<file path="config.mk">
export PLATFORM = sky130hd
export DESIGN_NAME = vt_lane_sequencer
export DESIGN_NICKNAME = d
export VERILOG_FILES = /design/src/rtl/vt_lane_pkg.sv /design/src/rtl/vt_lane_pick.sv /design/src/rtl/vt_lane_tags.sv /design/src/rtl/vt_lane_blkmem.sv /design/src/rtl/vt_lane_sequencer.sv
export SDC_FILE = /design/constraint.sdc
export NUM_CORES = 1
export LEC_CHECK = 0
export ABC_AREA = 0
export BUFFER_PORTS_ARGS = -buffer_cell sky130_fd_sc_hd__buf_2
export CAP_MARGIN = 5
export CORE_ASPECT_RATIO = 0.6
export CORE_UTILIZATION = 41
export DETAILED_ROUTE_END_ITERATION = 10
export GPL_ROUTABILITY_DRIVEN = 0
export GPL_TIMING_DRIVEN = 1
export PLACE_DENSITY = 0.56
export REMOVE_ABC_BUFFERS = 1
export SLEW_MARGIN = 0
export SYNTH_ARGS = -nofsm -noshare
export SYNTH_HDL_FRONTEND = slang
export SYNTH_HIERARCHICAL = 1
export SYNTH_SLANG_ARGS = --single-unit
export TNS_END_PERCENT = 1
</file>
<file path="constraint.sdc">
create_clock -name clk -period 4.5 [get_ports clk]
set_input_delay 0.225 -clock clk [delete_from_list [all_inputs] [get_ports clk]]
set_output_delay 0.225 -clock clk [all_outputs]
set_load 0.05 [all_outputs]
</file>
<file path="src/rtl/vt_lane_pkg.sv">
package vt_lane_pkg;
  typedef enum logic [2:0] {
    S_IDLE,
    S_LOOK,
    S_FILL,
    S_NEXT,
    S_RD,
    S_EX
  } seq_state_e;
endpackage

</file>
<file path="src/rtl/vt_lane_pick.sv">
module vt_lane_pick #(
  parameter int N = 4,
  localparam int W = (N > 1) ? $clog2(N) : 1
) (
  input  logic [N-1:0] req,
  output logic         any,
  output logic [W-1:0] idx
);
  always_comb begin
    any = |req;
    idx = '0;
    for (int i = N - 1; i >= 0; i--) begin
      if (req[i]) idx = W'(i);
    end
  end
endmodule

</file>
<file path="src/rtl/vt_lane_tags.sv">
module vt_lane_tags #(
  parameter int ADDR_W = 16,
  parameter int SLOTS  = 4,
  localparam int SLOT_W = $clog2(SLOTS),
  localparam int TAG_W  = ADDR_W - SLOT_W
) (
  input  logic              clk,
  input  logic              rst,
  input  logic [ADDR_W-1:0] look_addr,
  output logic              hit,
  input  logic              wr_en,
  input  logic [ADDR_W-1:0] wr_addr
);
  logic [TAG_W-1:0] tag_q [SLOTS];
  logic [SLOTS-1:0] val_q;

  wire [SLOT_W-1:0] look_slot = look_addr[SLOT_W-1:0];
  wire [SLOT_W-1:0] wr_slot   = wr_addr[SLOT_W-1:0];

  assign hit = val_q[look_slot] && (tag_q[look_slot] == look_addr[ADDR_W-1:SLOT_W]);

  always_ff @(posedge clk) begin
    if (rst) begin
      val_q <= '0;
      for (int i = 0; i < SLOTS; i++) tag_q[i] <= '0;
    end else if (wr_en) begin
      val_q[wr_slot] <= 1'b1;
      tag_q[wr_slot] <= wr_addr[ADDR_W-1:SLOT_W];
    end
  end
endmodule

</file>
<file path="src/rtl/vt_lane_blkmem.sv">
module vt_lane_blkmem #(
  parameter int WIDTH = 32,
  parameter int DEPTH = 32,
  localparam int AW = $clog2(DEPTH)
) (
  input  logic             clk,
  input  logic             we,
  input  logic [AW-1:0]    waddr,
  input  logic [WIDTH-1:0] wdata,
  input  logic [AW-1:0]    raddr,
  output logic [WIDTH-1:0] rdata
);
  logic [WIDTH-1:0] mem [DEPTH];

  always_ff @(posedge clk) begin
    if (we) mem[waddr] <= wdata;
    rdata <= mem[raddr];
  end
endmodule

</file>
<file path="src/rtl/vt_lane_sequencer.sv">
module vt_lane_sequencer #(
  parameter int NUM_LANES    = 4,
  parameter int LANE_ID      = 0,
  parameter int VPS_PER_LANE = 4,
  parameter int SLOTS        = 4,
  parameter int BLK_LEN      = 8,
  parameter int ADDR_W       = 16,
  parameter int INSTR_W      = 32,
  localparam int LANE_W = $clog2(NUM_LANES),
  localparam int VPL_W  = $clog2(VPS_PER_LANE),
  localparam int GVP_W  = LANE_W + VPL_W,
  localparam int SLOT_W = $clog2(SLOTS),
  localparam int PC_W   = $clog2(BLK_LEN),
  localparam int MEM_AW = SLOT_W + PC_W
) (
  input  logic               clk,
  input  logic               rst,
  input  logic               cmd_valid_i,
  output logic               cmd_ready_o,
  input  logic               cmd_thread_i,
  input  logic [GVP_W-1:0]   cmd_vp_i,
  input  logic [ADDR_W-1:0]  cmd_addr_i,
  input  logic [VPS_PER_LANE-1:0] vp_pred_i,
  output logic               fill_req_o,
  output logic [ADDR_W-1:0]  fill_addr_o,
  input  logic               fill_valid_i,
  input  logic [INSTR_W-1:0] fill_data_i,
  output logic               instr_valid_o,
  output logic [INSTR_W-1:0] instr_o,
  output logic [GVP_W-1:0]   instr_vp_o
);
  import vt_lane_pkg::*;

  localparam int END_B  = INSTR_W - 1;
  localparam int FTCH_B = INSTR_W - 2;
  localparam int PRED_B = INSTR_W - 3;

  seq_state_e               state_q;
  logic [ADDR_W-1:0]        job_addr_q;
  logic [VPS_PER_LANE-1:0]  run_mask_q;
  logic [VPL_W-1:0]         cur_vp_q;
  logic [PC_W-1:0]          pc_q;
  logic [PC_W-1:0]          beat_q;
  logic                     fseen_q;
  logic [ADDR_W-1:0]        faddr_q;
  logic [VPS_PER_LANE-1:0]  pend_v_q;
  logic [ADDR_W-1:0]        pend_a_q [VPS_PER_LANE];

  // command decode
  wire              cmd_take = cmd_valid_i && (state_q == S_IDLE);
  wire              resident = (cmd_vp_i[LANE_W-1:0] == LANE_W'(LANE_ID));
  wire [VPL_W-1:0]  cmd_loc  = cmd_vp_i[GVP_W-1:LANE_W];

  assign cmd_ready_o = (state_q == S_IDLE);

  // cache
  logic tag_hit;
  wire  fill_last = (state_q == S_FILL) && fill_valid_i && (beat_q == PC_W'(BLK_LEN - 1));

  vt_lane_tags #(.ADDR_W(ADDR_W), .SLOTS(SLOTS)) tags_i (
    .clk(clk), .rst(rst),
    .look_addr(job_addr_q), .hit(tag_hit),
    .wr_en(fill_last), .wr_addr(job_addr_q)
  );

  logic [INSTR_W-1:0] rd_word;
  wire  [SLOT_W-1:0]  job_slot = job_addr_q[SLOT_W-1:0];

  vt_lane_blkmem #(.WIDTH(INSTR_W), .DEPTH(SLOTS * BLK_LEN)) mem_i (
    .clk(clk),
    .we(state_q == S_FILL && fill_valid_i),
    .waddr({job_slot, beat_q}),
    .wdata(fill_data_i),
    .raddr({job_slot, pc_q}),
    .rdata(rd_word)
  );

  // VP selection
  logic             run_any, pend_any;
  logic [VPL_W-1:0] run_idx, pend_idx;

  vt_lane_pick #(.N(VPS_PER_LANE)) pick_run_i  (.req(run_mask_q), .any(run_any),  .idx(run_idx));
  vt_lane_pick #(.N(VPS_PER_LANE)) pick_pend_i (.req(pend_v_q),   .any(pend_any), .idx(pend_idx));

  // execute-step decode
  wire fetch_now = rd_word[FTCH_B] && (!rd_word[PRED_B] || vp_pred_i[cur_vp_q]);
  wire blk_last  = rd_word[END_B] || (pc_q == PC_W'(BLK_LEN - 1));
  wire              fseen_n = fetch_now ? 1'b1 : fseen_q;
  wire [ADDR_W-1:0] faddr_n = fetch_now ? rd_word[ADDR_W-1:0] : faddr_q;

  always_ff @(posedge clk) begin
    if (rst) begin
      state_q       <= S_IDLE;
      job_addr_q    <= '0;
      run_mask_q    <= '0;
      cur_vp_q      <= '0;
      pc_q          <= '0;
      beat_q        <= '0;
      fseen_q       <= 1'b0;
      faddr_q       <= '0;
      pend_v_q      <= '0;
      for (int i = 0; i < VPS_PER_LANE; i++) pend_a_q[i] <= '0;
      fill_req_o    <= 1'b0;
      fill_addr_o   <= '0;
      instr_valid_o <= 1'b0;
      instr_o       <= '0;
      instr_vp_o    <= '0;
    end else begin
      instr_valid_o <= 1'b0;
      case (state_q)
        S_IDLE: begin
          if (cmd_take) begin
            job_addr_q <= cmd_addr_i;
            if (!cmd_thread_i) begin
              run_mask_q <= '1;
              state_q    <= S_LOOK;
            end else if (resident) begin
              run_mask_q          <= '0;
              run_mask_q[cmd_loc] <= 1'b1;
              state_q             <= S_LOOK;
            end else begin
              run_mask_q <= '0;
              state_q    <= S_NEXT;
            end
          end
        end
        S_LOOK: begin
          if (tag_hit) begin
            state_q <= S_NEXT;
          end else begin
            fill_req_o  <= 1'b1;
            fill_addr_o <= job_addr_q;
            beat_q      <= '0;
            state_q     <= S_FILL;
          end
        end
        S_FILL: begin
          if (fill_valid_i) begin
            beat_q <= beat_q + PC_W'(1);
            if (fill_last) begin
              fill_req_o <= 1'b0;
              beat_q     <= '0;
              state_q    <= S_LOOK;
            end
          end
        end
        S_NEXT: begin
          if (run_any) begin
            cur_vp_q <= run_idx;
            pc_q     <= '0;
            fseen_q  <= 1'b0;
            state_q  <= S_RD;
          end else if (pend_any) begin
            job_addr_q           <= pend_a_q[pend_idx];
            pend_v_q[pend_idx]   <= 1'b0;
            run_mask_q           <= '0;
            run_mask_q[pend_idx] <= 1'b1;
            state_q              <= S_LOOK;
          end else begin
            state_q <= S_IDLE;
          end
        end
        S_RD: begin
          state_q <= S_EX;
        end
        S_EX: begin
          instr_valid_o <= 1'b1;
          instr_o       <= rd_word;
          instr_vp_o    <= {cur_vp_q, LANE_W'(LANE_ID)};
          if (blk_last) begin
            pend_v_q[cur_vp_q]   <= fseen_n;
            pend_a_q[cur_vp_q]   <= faddr_n;
            run_mask_q[cur_vp_q] <= 1'b0;
            fseen_q              <= 1'b0;
            state_q              <= S_NEXT;
          end else begin
            fseen_q <= fseen_n;
            faddr_q <= faddr_n;
            pc_q    <= pc_q + PC_W'(1);
            state_q <= S_RD;
          end
        end
        default: state_q <= S_IDLE;
      endcase
    end
  end
endmodule

</file>
==> results of run 1 <==
==> cells by family (layout without fill, tap and decap cells) <==
| family | after synthesis | in the layout | synth area share (%) |
|---|---|---|---|
| DFF | 1284 | 1284 | 73.4 |
| and+or+nand+nor | 695 | 695 | 6.19 |
| muxes | 568 | 568 | 11.9 |
| AOI/OAI and AO/OA | 441 | 441 | 5.80 |
| buffers and inverters | 202 | 489 | 2.23 |
| xor gates and xnor gates | 17 | 17 | 0.294 |
| adders and majority gates | 4 | 4 | 0.0989 |
| other | 1 | 4 | 0.00741 |
==> final cells by class <==
class,count,area (um2),share of cell area (%)
Clock buffer,142,3090,5.35
Sequential cell,1284,37200,64.4
Inverter,12,45.0,0.0781
Multi-Input combinational cell,1727,12600,21.8
Antenna cell,2,5.00,0.00867
Timing Repair Buffer,261,2040,3.53
Clock inverter,74,744,1.29
Tap cell,1616,2020,3.50
==> cell usage in the layout (no fill, tap or decap), types with 8 or more instances in the layout <==
cell type | netlist | layout
edfxtp_1 | 1144 | 1144
mux2i_1 | 541 | 541
nand2_1 | 280 | 279
a21oi_1 | 175 | 175
dfxtp_1 | 140 | 139
clkbuf_16 | 0 | 115
nor2_1 | 147 | 113
buf_2 | 40 | 112
nand3_1 | 104 | 104
a22oi_1 | 99 | 99
buf_4 | 36 | 86
a22o_1 | 64 | 64
and2_1 | 58 | 57
nor3_1 | 45 | 43
dlygate4sd3_1 | 0 | 43
a31oi_1 | 35 | 35
nor2_4 | 0 | 33
clkinv_2 | 0 | 28
clkinv_1 | 0 | 22
buf_12 | 1 | 20
mux4_2 | 19 | 19
a311oi_1 | 17 | 17
xor2_1 | 16 | 16
clkbuf_1 | 77 | 16
o21ai_0 | 14 | 14
bufinv_16 | 0 | 13
inv_1 | 12 | 12
clkbuf_8 | 0 | 11
nand2_2 | 9 | 10
a21oi_2 | 11 | 10
nand3b_1 | 8 | 8
nand2b_1 | 10 | 8
==> cells in the mapped netlist, types with 45 or more instances <==
master / number
and2_1: 58
nand2_1: 280
nor2_1: 147
mux2i_1: 541
edfxtp_1: 1144
dfxtp_1: 140
nand3_1: 104
clkbuf_1: 77
nor3_1: 45
a21oi_1: 175
a22oi_1: 99
a22o_1: 64
==> metrics by stage <==
stage          hold WS, ps   TNS, ps  power (mW)
6_report              37.8         0        24.5
3_3_place_gp           428         0        14.6
5_1_grt               24.1         0        25.2
4_1_cts               4.48         0        24.7
3_5_place_dp           427         0        14.7
2_1_floorplan          287  -2772560        14.0
==> routing by layer <==
metal / wire length (um) / vias up / track usage, %
met5: 0 / - / 0
met4: 2090 / 0 / 4.29
met3: 9410 / 140 / 3.41
met2: 56000 / 1002 / 29.9
met1: 69300 / 14700 / 35.4
li1: - / 12700 / -
==> state kept, by name, indices dropped and copies added (netlist names) <==
signal         count
mem_i/mem       1024
pc_q               3
tags_i/val_q       4
cur_vp_q           2
job_addr_q        16
fill_req_o         1
run_mask_q         4
faddr_q           16
instr_valid_o      1
tags_i/tag_q      56
fill_addr_o       16
beat_q             3
pend_a_q          64
instr_vp_o         2
instr_o           32
pend_v_q           4
state_q            3
fseen_q            1
mem_i/rdata       32
==> where the power goes <==
| part | internal [mW] | leakage, nW | switching, mW |
|---|---|---|---|
| clock | 5.62 | 1.88 | 4.46 |
| sequential | 13.1 | 11.6 | 0.166 |
| combinational | 0.341 | 4.55 | 0.814 |
==> critical path, cell delays in order (launching register included) <==
cell and delay [ps]:
dfxtp_1 680, mux4_1 660, xor2_1 170, nor4_1 420
nand2_1 140, a2111oi_2 720, or3_1 580, nand2_1 130
a21oi_1 170
==> path summary, 6_finish.rpt <==
check	slack [ps]	to	cells past startpoint
max	770	fill_addr_o[8]$_SDFFE_PP0P_	8
min	40	mem_i/mem[7][13]$_DFFE_PP_	1
max reg2reg	770	fill_addr_o[8]$_SDFFE_PP0P_	8
min reg2reg	440	instr_o[27]$_SDFFE_PP0P_	2
==> results.sh, run 1 <==
export IMPL_cts_hold_buf=43
export IMPL_synthDistinctLibCells=61
export IMPL_synth_warnings=6
export IMPL_antenna_found_initial=2
export IMPL_core_um2=122000
export IMPL_cts_tree="built"
export IMPL_synth_top_cell_area_share_pct=67.9
export IMPL_syn_cell_area_um2=50600
export IMPL_start_kind="register"
export IMPL_cap_violations=0
export IMPL_grt_use_total_pct=21.6
export IMPL_arrival_ps=4390
export IMPL_critical_path_startpoint="job_addr_q[0]$_SDFFE_PP0P_"
export IMPL_ys_seq_area_share_pct=73.4
export IMPL_fin_crit_ps=3730
export IMPL_r2r_start="job_addr_q[0]$_SDFFE_PP0P_"
export IMPL_nFillCells=10300
export IMPL_maxSlewViolCount=0
export IMPL_utilization_pct=47.3
export IMPL_place_ws_ps=804
export IMPL_path_max_fanout=16
export IMPL_dieWidth_um=455
export IMPL_worstHoldStart="fill_data_i[13]"
export IMPL_end_kind="register"
export IMPL_dieArea_um2=125000
export IMPL_setup_ws_ps=775
export IMPL_detail_route_wl_per_cell_um=26.7
export IMPL_grt_max_degree=93
export IMPL_syn_mean_instance_area_um2=15.7
export IMPL_fmax_ghz=0.268
export IMPL_period_share_pct=82.8
export IMPL_wirelength_mm=137
export IMPL_peakVddDrop_mv=0.314
export IMPL_cts_sinks=1284
export IMPL_ant_nets=0
export IMPL_clockBufferDepth=3
export IMPL_min_path_type="input pin to register"
export IMPL_port_buffers=113
export IMPL_synthArstFlopShare_pct=0
export IMPL_grt_pass1_vias=26800
export IMPL_vias=28600
export IMPL_rsz0062_at_grt="false"
export IMPL_fin_skew_ps=30.6
export IMPL_place_area_um2=53400
export IMPL_worstSkewPairLatency_ps=750
export IMPL_first_pass_iters=5
export IMPL_overflow=0
export IMPL_crit_required_ps=5160
export IMPL_ioPinCount=116
export IMPL_synth_top_cell_by_area="edfxtp_1"
export IMPL_drc_errors=0
export IMPL_start_util_pct=41.5
export IMPL_synthFlopType="edfxtp_1"
export IMPL_synthCells=3212
export IMPL_leakagePower_nw=18.0
export IMPL_row_count=99
export IMPL_nNetsFinal=3466
export IMPL_ys_seq_elements=1284
export IMPL_via_per_inst=5.59
export IMPL_finalHoldViolations=0
export IMPL_critPathKind="register to register"
export IMPL_outcome="finished clean"
export IMPL_hpwl_mm=79.7
export IMPL_drive_gt1_share_pct=14.2
export IMPL_stdcell_area_um2=57700
export IMPL_drt_initial_drc_count=3261
export IMPL_instances_no_fill=5118
export IMPL_dpl_cell_count=4857
export IMPL_cts_buffers=115
export IMPL_setup_viol=0
export IMPL_area_growth_pct=14.1
export IMPL_synth_area_leaders="edfxtp_1 (68%), mux2i_1 (11%), dfxtp_1 (5.5%)"
export IMPL_path_clk_slew_ps=70
export IMPL_cts_root_buf="clkbuf_16"
export IMPL_h_tree_depth=3
export IMPL_synth_edf_count=1144
export IMPL_cts_setup_buffers=0
export IMPL_power_density_nw_per_um2=425
export IMPL_grt_pass1_wl_mm=196
export IMPL_die_h_um=274
export IMPL_tightest_slew_ps=1130
export IMPL_ctsResizeCount=0
export IMPL_slew_headroom_pct=24.7
Power figures use the tool's default switching activity.
==> run 2, diff against run 1 <==
--- a/config.mk
+++ b/config.mk
@@ -13,7 +13,7 @@
 export DETAILED_ROUTE_END_ITERATION = 10
 export GPL_ROUTABILITY_DRIVEN = 0
 export GPL_TIMING_DRIVEN = 1
-export PLACE_DENSITY = 0.56
+export PLACE_DENSITY = 0.58
 export REMOVE_ABC_BUFFERS = 1
 export SLEW_MARGIN = 0
 export SYNTH_ARGS = -nofsm -noshare
==> constraint.sdc (replaced) <==
create_clock -name clk -period 3.3 [get_ports clk]
set_input_delay 0.165 -clock clk [delete_from_list [all_inputs] [get_ports clk]]
set_output_delay 0.165 -clock clk [all_outputs]
set_load 0.05 [all_outputs]
==> run 2 against run 1 <==
  * Final cell count up 1.1%
  * Clock power up 33%
  * First-iteration DRC count down 17%
  * Clock-buffer cell count up 1
  * Die area unchanged
  * Fmax up 23%
  * Worst hold slack better by 190 ps
  * Critical path depth up 3
  * Combinational power up 40%
  * Worst setup slack worse by 510 ps
  * Power up 35%
  * Critical path type unchanged
==> results.sh, run 2 (synthesis gave the netlist of run 1 again) <==
export IMPL_outcome="finished clean"
export IMPL_cts_sinks=1284
export IMPL_use_met1_pct=32.5
export IMPL_fin_skew_ps=58.0
export IMPL_min_path_type="input pin to register"
export IMPL_cap_violations=0
export IMPL_via_per_inst=5.50
export IMPL_worstSkewPairLatency_ps=740
export IMPL_path_clk_slew_ps=60
export IMPL_arrival_ps=3700
export IMPL_critPathKind="register to register"
export IMPL_overflow=0
export IMPL_die_h_um=274
export IMPL_cts_tree="built"
export IMPL_grt_pass1_wl_mm=192
export IMPL_final_common_cell="edfxtp_1"
export IMPL_finalPower_mw=33.1
export IMPL_cts_root_buf="clkbuf_16"
export IMPL_mostFrequentLayoutCells="edfxtp_1 (1144), mux2i_1 (541), nand2_1 (279), a21oi_1 (175), dfxtp_1 (138)"
export IMPL_first_pass_iters=5
export IMPL_finalHoldViolations=0
export IMPL_ant_nets=0
export IMPL_detail_route_wl_per_cell_um=25.8
export IMPL_dieArea_um2=125000
export IMPL_fmax_ghz=0.329
export IMPL_h_tree_depth=3
export IMPL_vias=28400
export IMPL_power_density_nw_per_um2=570
export IMPL_clockBufferDepth=3
export IMPL_grt_use_total_pct=21.1
export IMPL_top_usage_layer="met1"
export IMPL_ioPinCount=116
export IMPL_dpl_cell_count=4898
export IMPL_path_max_fanout=16
export IMPL_largest_reg_flops=1024
export IMPL_leakagePower_nw=18.3
export IMPL_cts_setup_buffers=0
export IMPL_grt_max_degree=97
export IMPL_crit_required_ps=3960
export IMPL_wirelength_mm=134
export IMPL_cts_buffers=113
export IMPL_maxSlewViolCount=0
export IMPL_drt_initial_drc_count=2695
export IMPL_nNetsFinal=3523
export IMPL_gr_usage_met2_pct=30.2
export IMPL_tightest_slew_ps=841
export IMPL_end_kind="register"
export IMPL_grt_pass1_vias=27100
export IMPL_core_um2=122000
export IMPL_use_met3_pct=4.83
export IMPL_slew_headroom_pct=44.0
export IMPL_fin_crit_ps=3040
export IMPL_row_count=99
export IMPL_max_flop_register="mem_i/mem"
export IMPL_top_regs="mem_i/mem: 1024 flops, pend_a_q: 64 flops, tags_i/tag_q: 56 flops"
export IMPL_utilization_pct=47.7
export IMPL_peakVddDrop_mv=0.474
export IMPL_dieWidth_um=455
export IMPL_period_share_pct=92.0
export IMPL_area_growth_pct=15.0
export IMPL_instances_no_fill=5174
export IMPL_setup_viol=0
export IMPL_nFillCells=10400
export IMPL_rsz0062_at_grt="false"
export IMPL_hold_ws_ps=226
export IMPL_hpwl_mm=77.0
export IMPL_drive_gt1_share_pct=14.9
export IMPL_start_kind="register"
export IMPL_start_util_pct=41.5
export IMPL_antenna_found_initial=2
export IMPL_port_buffers=113
export IMPL_drc_errors=0
## run 2: where the power goes
part,leakage (nW),internal [mW],switching [mW]
Clock,1.83,7.41,6.03
Sequential,11.6,17.9,0.208
Combinational,4.86,0.523,1.09
## run 2: metal layers
metal,up-vias,wire [um]
met1,14500,64700
met3,139,10200
met4,2,2150
met5,-,8
li1,12800,-
met2,958,56500
## run 2: worst paths after layout
check | startpoint | end | slack, ps | cells past startpoint
worst min-delay path | vp_pred_i[1] | pend_v_q[1]$_SDFFE_PP0P_ | 230 | 6
worst max-delay path | job_addr_q[0]$_SDFFE_PP0P_ | fill_addr_o[11]$_SDFFE_PP0P_ | 260 | 11
worst min register to register | mem_i/rdata[21]$_DFF_P_ | instr_o[21]$_SDFFE_PP0P_ | 440 | 2
worst max register to register | job_addr_q[0]$_SDFFE_PP0P_ | fill_addr_o[11]$_SDFFE_PP0P_ | 260 | 11
## run 2: area by class of cell
cell class | instances | area (um2) | area share, %
clock inverters | 71 | 701 | 1.20
multi-input cells | 1727 | 12600 | 21.7
clock buffers | 143 | 3040 | 5.23
diodes | 1 | 2.50 | 0.00430
flip-flops and latches | 1284 | 37200 | 63.9
repair buffers | 320 | 2610 | 4.49
inverters | 12 | 45.0 | 0.0774
well taps | 1616 | 2020 | 3.47
## run 2: critical path: stages, from the launching register on
cell	delay [ps]
dfxtp_1	590
buf_4	240
mux4_2	510
xor2_1	180
nor4_2	220
nand2_1	140
a2111oi_2	340
buf_4	200
or3_1	170
buf_12	150
nand2_1	60
a21oi_1	150
## run 2: stage by stage
stage                     TNS [ps]  cell area [um2]  setup WS [ps]
after CTS                        0            58200            259
after detailed placement         0            53800            292
after global placement           0            53800            322
final                            0            58200            264
after global routing             0            58200           52.3
after floorplan           -3016200            49500         -16130
## run 2: repair_timing
| item | 4_1_cts | 5_1_grt |
|---|---|---|
| hold buffers | 61 | 0 |
| hold endpoints to repair | 1059 | 0 |
| resized for setup | 0 | 0 |
